===== src/rtl/thm_resp_pkg.sv =====
package thm_resp_pkg;

    typedef enum logic [1:0] {
        ST_IDLE  = 2'd0,
        ST_BUILD = 2'd1,
        ST_DONE  = 2'd2
    } thm_state_e;

    localparam logic [7:0] ADDR_LO = 8'h30;
    localparam logic [7:0] ADDR_HI = 8'h37;

    localparam logic [7:0] OP_PING  = 8'h00;
    localparam logic [7:0] OP_TEMP  = 8'h01;
    localparam logic [7:0] OP_PKGRD = 8'hA1;
    localparam logic [7:0] OP_INFO  = 8'hF7;

    localparam logic [7:0] CC_OK     = 8'h40;
    localparam logic [7:0] CC_BADREQ = 8'h90;

    localparam logic [7:0] MB_IDENT  = 8'd0;
    localparam logic [7:0] MB_MARGIN = 8'd10;
    localparam logic [7:0] MB_DIMM   = 8'd14;
    localparam logic [7:0] MB_TARGET = 8'd16;
    localparam logic [7:0] MB_SERIAL = 8'd19;

    localparam logic [15:0] PRM_CPUID = 16'd0;
    localparam logic [15:0] PRM_UCODE = 16'd4;

    localparam logic [31:0] SERIAL_WORD = 32'hDEADBEEF;

    function automatic logic [7:0] family_rev(input logic [31:0] fam);
        case (fam)
            32'h000306F0:               return 8'h31;
            32'h000406F0:               return 8'h32;
            32'h00050650, 32'h00050660: return 8'h36;
            32'h000606A0, 32'h000806F3: return 8'h40;
            default:                    return 8'h31;
        endcase
    endfunction

endpackage


===== src/rtl/thm_max_finder.sv =====
module thm_max_finder #(
    parameter int N = 4,
    parameter int W = 8
) (
    input  logic [N*W-1:0] vals,
    output logic [W-1:0]   max_val
);
    logic [N:0][W-1:0] run;

    assign run[0] = '0;

    for (genvar g = 0; g < N; g++) begin : g_stage
        assign run[g+1] = (vals[g*W +: W] > run[g]) ? vals[g*W +: W] : run[g];
    end

    assign max_val = run[N];
endmodule


===== src/rtl/thm_pkgcfg_decoder.sv =====
module thm_pkgcfg_decoder
    import thm_resp_pkg::*;
#(
    parameter int          NUM_CHANNELS = 8,
    parameter int          DIMMS_PER_CH = 2,
    parameter int          TJ_MAX       = 90,
    parameter int          CTRL_OFFSET  = -5,
    parameter logic [31:0] CPU_WORD     = 32'h000606A0,
    parameter logic [31:0] UCODE_WORD   = 32'h8C0004A0,
    localparam int         NUM_DIMMS    = NUM_CHANNELS * DIMMS_PER_CH
) (
    input  logic [7:0]             index,
    input  logic [15:0]            param,
    input  logic [7:0]             hottest,
    input  logic [NUM_DIMMS*8-1:0] dimm_temp,
    output logic [7:0]             cc,
    output logic [31:0]            data
);
    int ch;

    always_comb begin
        cc   = CC_OK;
        data = '0;
        ch   = 0;
        case (index)
            MB_IDENT: begin
                if (param == PRM_CPUID)      data = CPU_WORD;
                else if (param == PRM_UCODE) data = UCODE_WORD;
            end
            MB_MARGIN: data = (32'(TJ_MAX) - {24'b0, hottest}) << 6;
            MB_DIMM: begin
                ch = (param > 16'(NUM_CHANNELS)) ? NUM_CHANNELS : int'(param);
                for (int j = 0; j < DIMMS_PER_CH; j++) begin
                    if (ch * DIMMS_PER_CH + j < NUM_DIMMS)
                        data[8*j +: 8] = dimm_temp[(ch * DIMMS_PER_CH + j) * 8 +: 8];
                end
            end
            MB_TARGET: data = {8'h00, 8'(TJ_MAX), 8'(CTRL_OFFSET), 8'h00};
            MB_SERIAL: data = SERIAL_WORD;
            default:   cc = CC_BADREQ;
        endcase
    end
endmodule


===== src/rtl/thm_client_responder.sv =====
module thm_client_responder
    import thm_resp_pkg::*;
#(
    parameter logic [7:0]  CLIENT_ADDR  = 8'h30,
    parameter logic [31:0] CPU_FAMILY   = 32'h000606A0,
    parameter logic [31:0] UCODE_WORD   = 32'h8C0004A0,
    parameter logic [7:0]  DEV_INFO     = 8'h00,
    parameter int          NUM_CORES    = 4,
    parameter int          NUM_CHANNELS = 8,
    parameter int          DIMMS_PER_CH = 2,
    parameter int          BUF_BYTES    = 8,
    parameter int          TJ_MAX       = 90,
    parameter int          CTRL_OFFSET  = -5,
    localparam int         NUM_DIMMS    = NUM_CHANNELS * DIMMS_PER_CH,
    localparam int         RLEN_W       = $clog2(BUF_BYTES + 1)
) (
    input  logic                   clk,
    input  logic                   rst_n,
    input  logic                   req_valid,
    output logic                   req_ready,
    input  logic [7:0]             req_addr,
    input  logic [7:0]             req_cmd,
    input  logic [31:0]            req_wbytes,
    input  logic [RLEN_W-1:0]      req_rlen,
    input  logic [NUM_CORES*8-1:0] core_temp,
    input  logic [NUM_DIMMS*8-1:0] dimm_temp,
    output logic                   rsp_done,
    output logic                   rsp_fcs_err,
    output logic [BUF_BYTES*8-1:0] rsp_bytes
);
    localparam logic [7:0] REVISION   = family_rev(CPU_FAMILY);
    localparam bit         ADDR_LEGAL = (CLIENT_ADDR >= ADDR_LO) && (CLIENT_ADDR <= ADDR_HI);

    thm_state_e  state_q, state_d;
    logic [7:0]  addr_q, cmd_q;
    logic [31:0] wb_q;
    logic [RLEN_W-1:0] rlen_q;
    logic [7:0]  hottest, mb_cc;
    logic [31:0] mb_data;
    logic [BUF_BYTES-1:0][7:0] frame_c;
    logic        hit, accept;

    assign req_ready = (state_q == ST_IDLE);
    assign accept    = req_valid && req_ready;
    assign hit       = ADDR_LEGAL && (addr_q == CLIENT_ADDR);

    thm_max_finder #(.N(NUM_CORES), .W(8)) u_core_max (
        .vals    (core_temp),
        .max_val (hottest)
    );

    thm_pkgcfg_decoder #(
        .NUM_CHANNELS (NUM_CHANNELS),
        .DIMMS_PER_CH (DIMMS_PER_CH),
        .TJ_MAX       (TJ_MAX),
        .CTRL_OFFSET  (CTRL_OFFSET),
        .CPU_WORD     (CPU_FAMILY),
        .UCODE_WORD   (UCODE_WORD)
    ) u_mailbox (
        .index     (wb_q[15:8]),
        .param     (wb_q[31:16]),
        .hottest   (hottest),
        .dimm_temp (dimm_temp),
        .cc        (mb_cc),
        .data      (mb_data)
    );

    // next-state: accept, publish, release
    always_comb begin
        state_d = state_q;
        unique case (state_q)
            ST_IDLE:  if (accept) state_d = ST_BUILD;
            ST_BUILD: state_d = ST_DONE;
            ST_DONE:  state_d = ST_IDLE;
            default:  state_d = ST_IDLE;
        endcase
    end

    always_ff @(posedge clk) begin
        if (!rst_n) state_q <= ST_IDLE;
        else        state_q <= state_d;
    end

    always_ff @(posedge clk) begin
        if (!rst_n) begin
            addr_q <= '0;
            cmd_q  <= '0;
            wb_q   <= '0;
            rlen_q <= '0;
        end else if (accept) begin
            addr_q <= req_addr;
            cmd_q  <= req_cmd;
            wb_q   <= req_wbytes;
            rlen_q <= req_rlen;
        end
    end

    // response assembly in a zero-cleared buffer, truncated to the read length
    always_comb begin
        frame_c = '0;
        case (cmd_q)
            OP_INFO: begin
                frame_c[0] = DEV_INFO;
                frame_c[1] = REVISION;
            end
            OP_TEMP:  frame_c[0] = hottest - 8'(TJ_MAX);
            OP_PKGRD: begin
                frame_c[0] = mb_cc;
                frame_c[1] = mb_data[7:0];
                frame_c[2] = mb_data[15:8];
                frame_c[3] = mb_data[23:16];
                frame_c[4] = mb_data[31:24];
            end
            default: ;
        endcase
        for (int i = 0; i < BUF_BYTES; i++) begin
            if (i >= int'(rlen_q)) frame_c[i] = '0;
        end
    end

    always_ff @(posedge clk) begin
        if (!rst_n) begin
            rsp_done    <= 1'b0;
            rsp_fcs_err <= 1'b0;
            rsp_bytes   <= '0;
        end else begin
            rsp_done <= 1'b0;
            if (state_q == ST_BUILD) begin
                rsp_done    <= 1'b1;
                rsp_fcs_err <= !hit;
                rsp_bytes   <= hit ? frame_c : '0;
            end
        end
    end


    done_pulse_chk: assert property (@(posedge clk) disable iff (!rst_n)
        rsp_done |=> !rsp_done);

    busy_ready_chk: assert property (@(posedge clk) disable iff (!rst_n)
        (req_valid && req_ready) |=> !req_ready);

    done_latency_chk: assert property (@(posedge clk) disable iff (!rst_n)
        (req_valid && req_ready) |=> ##1 rsp_done);

    miss_empty_chk: assert property (@(posedge clk) disable iff (!rst_n)
        (rsp_done && rsp_fcs_err) |-> (rsp_bytes == '0));

    zero_len_chk: assert property (@(posedge clk) disable iff (!rst_n)
        (rsp_done && rlen_q == '0) |-> (rsp_bytes == '0));

    cc_legal_chk: assert property (@(posedge clk) disable iff (!rst_n)
        (rsp_done && !rsp_fcs_err && cmd_q == OP_PKGRD && rlen_q != '0)
        |-> (rsp_bytes[7:0] == CC_OK || rsp_bytes[7:0] == CC_BADREQ));
endmodule


===== config.mk =====
export PLATFORM = sky130hd
export DESIGN_NAME = thm_client_responder
export DESIGN_NICKNAME = d
export VERILOG_FILES = /design/src/rtl/thm_resp_pkg.sv /design/src/rtl/thm_max_finder.sv /design/src/rtl/thm_pkgcfg_decoder.sv /design/src/rtl/thm_client_responder.sv
export SDC_FILE = /design/constraint.sdc
export NUM_CORES = 1
export LEC_CHECK = 0
export BUFFER_PORTS_ARGS = -buffer_cell sky130_fd_sc_hd__buf_2
export CORE_MARGIN = 3
export CORE_UTILIZATION = 50
export CTS_CLUSTER_SIZE = 28
export DETAILED_ROUTE_END_ITERATION = 8
export PLACE_DENSITY = 0.86
export SLEW_MARGIN = 20
export SYNTH_ARGS = -nofsm -noshare
export SYNTH_HDL_FRONTEND = slang
export SYNTH_SLANG_ARGS = --single-unit
export TNS_END_PERCENT = 10

===== constraint.sdc =====
create_clock -name clk -period 17.35 [get_ports clk]
set_input_delay 3.47 -clock clk [delete_from_list [all_inputs] [get_ports clk]]
set_output_delay 3.47 -clock clk [all_outputs]
set_load 0.01 [all_outputs]

==> impl_metrics.py <==
metrics = {
    "synth": {
        "synth_top_family_by_area": "simple AND/OR/NAND/NOR gates",
        "synth_mux_area_frac": 0.0192,
        "seq_area_frac_synth": 0.270,
        "synth-xor-area-share": 0.0118,
        "synth_area_per_cell_um2": 6.74,
        "post-synth-top-area-fraction": 0.270,
        "ys_top_cells_by_area": "dfxtp_1, nand2_1, a21oi_1",
        "synth.distinct_cells": 70,
        "yosysWarnings": 0,
        "synthFlopType": "dfxtp_1",
        "async_reset_ff_frac": 0,
        "yosys.area.top_type": "dfxtp_1",
        "synth_edf_count": 0,
        "ys_seq_elements": 80,
        "netlist_instances": 882,
        "synthAdderAreaFrac": 0.0505,
        "synth_compound_area_frac": 0.215,
        "netlist_area_mm2": 0.00594,
        "yosys.area_share.simple": 0.344,
    },
    "job": {
        "drv_cap": 0,
    },
    "global_route": {
        "grt_usage": 0.263,
        "grt_pass1_wl_um": 28300,
        "grt_max_degree": 73,
        "grt-ovfl-total": 0,
        "grt_pass1_vias": 5915,
        "antenna_found_initial": 0,
    },
    "power": {
        "power.density_mw_per_mm2": 80.3,
        "ir_worst_vdd_mv": 0.0519,
        "p_leak_nw": 3.51,
    },
    "worst_setup_path": {
        "cp_common_cell": "ha_1",
        "cpLargestDelayFamily": "compound AO/OA/AOI/OAI gates",
        "arrival_ns": 10.16,
        "critPathKind": "in2reg",
        "crit_buf_inv": 3,
        "cp_slowest_cell": "or2_1",
        "endpoint_kind": "register",
        "cp_data_required_time_ns": 17.60,
        "slowest_delay_ns": 0.49,
        "critPathMaxFanout": 14,
        "crit_path_start_kind": "input port",
    },
    "route": {
        "ant_nets": 0,
        "vias_per_cell": 5.56,
        "route.detailed.wl_per_inst_um": 15.2,
        "drt-initial-drc-count": 517,
        "drc": 0,
        "routed_wl_um": 18800,
        "firstDrtPassIters": 6,
        "dr_total_vias": 6859,
    },
    "clock_network": {
        "cts.path.max_buffers": 2,
        "clk_latency_ns": 0.33,
        "cts_resized": 0,
        "numClockSinks": 80,
        "clockRootBuffer": "clkbuf_16",
        "holdBufCountCts": 0,
        "numCtsBuffers": 9,
        "tritoncts": "yes",
        "cts_max_level": 3,
        "clk_pin_slew_ns": 0.06,
        "cts_setup_buffers": 0,
    },
    "cells_and_area": {
        "fin_cells": 1233,
        "antenna_cells": 0,
        "drive_above_1_share": 0.266,
        "area_growth_pct": 24.2,
        "fin_nets": 1325,
    },
    "timing": {
        "hold_viol": 0,
        "min_period_over_period": 0.571,
        "finClkSkew_ns": 0.00534,
        "period_needed_ns": 9.90,
        "setup_violations": 0,
        "clock.fmax_ghz": 0.101,
        "slew_violations": 0,
        "final.setup.tns_ns": 0,
        "max-slew-margin-rel": 0.360,
        "worst_slew_pin_slew_ns": 0.960,
        "rsz0062_at_grt": "no",
    },
    "placement": {
        "portBuffers": 249,
        "place.gp.congestion": 0.901,
        "dp_hpwl_um": 14500,
        "placedCellCount": 1218,
    },
    "die": {
        "fp.dieArea_mm2": 0.0132,
        "io_pins": 282,
        "die_x_um": 115,
        "start_util": 0.516,
        "placementRows": 39,
        "core_mm2": 0.0115,
        "die_h_um": 115,
    },
    "status": {
        "status": "finished clean",
    },
    "min_path": {
        "hp-class": "reg2reg",
    },
}
[synthesized netlist by cell type (3+ instances only)]
cell / count
and2_1: 15
xnor2_1: 4
o211a_1: 3
clkbuf_1: 47
o31ai_1: 6
or2_2: 4
nand2b_1: 6
and4_1: 3
o21ai_0: 19
buf_1: 5
nor2b_1: 11
nand4_1: 3
buf_4: 32
nor4_1: 5
dfxtp_1: 80
and3_1: 5
or4_1: 3
nand3_1: 88
a211oi_1: 5
a311oi_1: 6
inv_1: 21
nand2_1: 235
o31a_1: 5
a22oi_1: 8
o211ai_1: 10
mux2i_1: 7
nor2_1: 40
o21a_1: 3
ha_1: 24
a31oi_1: 15
xor2_1: 4
nor3_1: 21
o21ai_1: 6
a21oi_1: 90
[metal layers]
layer / GRT usage / vias up / part of all wire
met3: 0.0532 / 34 / 0.092
met1: 0.321 / 3060 / 0.40
li1: - / 3443 / -
met4: 0.0720 / 0 / 0.023
met2: 0.468 / 322 / 0.49
met5: 0 / - / 0
[tightest hold or removal path, cell delays in order, from the launching register on]
cell,delay [ns]
dfxtp_1,0.31
nand2_1,0.05
nand2_1,0.04
[placed cells by master, fill, tap and decap left out, types with 15 or more instances in the layout]
cell     instances
dfxtp_1         80
a21oi_1         90
conb_1          24
buf_2          249
a31oi_1         15
nand2_1        235
inv_1           21
nor2_1          40
nor3_1          21
o21ai_0         19
ha_1            24
nand3_1         88
[state kept, by name, indices dropped and copies added, names as in the netlist]
| signal | count |
|---|---|
| wb_q | 24 |
| rsp_done | 1 |
| rlen_q | 4 |
| addr_q | 8 |
| rsp_bytes | 32 |
| cmd_q | 8 |
| rsp_fcs_err | 1 |
| state_q | 2 |
[stage by stage]
step | setup slack, ns | power (mW) | utilization | hold slack, ns | area (um^2)
2_1_floorplan | 8.09 | 0.339 | - | 0.431 | 6030
3_3_place_gp | 7.33 | 0.388 | 0.613 | 0.424 | 7050
3_5_place_dp | 7.21 | 0.391 | 0.613 | 0.429 | 7060
4_1_cts | 7.52 | 0.591 | 0.640 | 0.438 | 7380
5_1_grt | 6.81 | 0.623 | 0.640 | 0.472 | 7380
6_report | 7.45 | 0.592 | 0.640 | 0.437 | 7380
[final timing paths]
kind | from | cells after the start | slack [ns] | to
max reg2reg | wb_q[19]$_SDFFE_PN0P_ | 8 | 13.99 | rsp_bytes[14]$_SDFFE_PN0P_
min reg2reg | rsp_bytes[20]$_SDFFE_PN0P_ | 2 | 0.44 | rsp_bytes[20]$_SDFFE_PN0P_
min | rsp_bytes[20]$_SDFFE_PN0P_ | 2 | 0.44 | rsp_bytes[20]$_SDFFE_PN0P_
max | core_temp[1] | 31 | 7.45 | rsp_bytes[17]$_SDFFE_PN0P_
[final cells by class]
cell class / count / area, um^2
inverter: 22 / 85.1
clock inverter: 6 / 93.8
sequential: 80 / 1600
tap: 143 / 179
multi-input combinational: 717 / 3890
clock buffer: 9 / 225
fill: 1066 / 4140
timing repair buffer: 256 / 1300
[power breakdown]
part	switching (mW)	total (mW)	internal (mW)	leakage (nW)
clock	0.0745	0.201	0.126	0.152
sequential	0.00579	0.196	0.191	0.652
combinational	0.116	0.195	0.0792	2.71
total	0.196	0.592	0.396	3.51
[cell families after synthesis]
| group | Yosys count |
|---|---|
| multiplexers | 10 |
| AND/OR/NAND/NOR | 451 |
| flip-flops | 80 |
| XOR/XNOR | 8 |
| buffers and inverters | 108 |
| AO/OA/AOI/OAI | 200 |
| other | 1 |
| adder cells (fa/ha/maj) | 24 |
(Power assumes the default switching activity.)
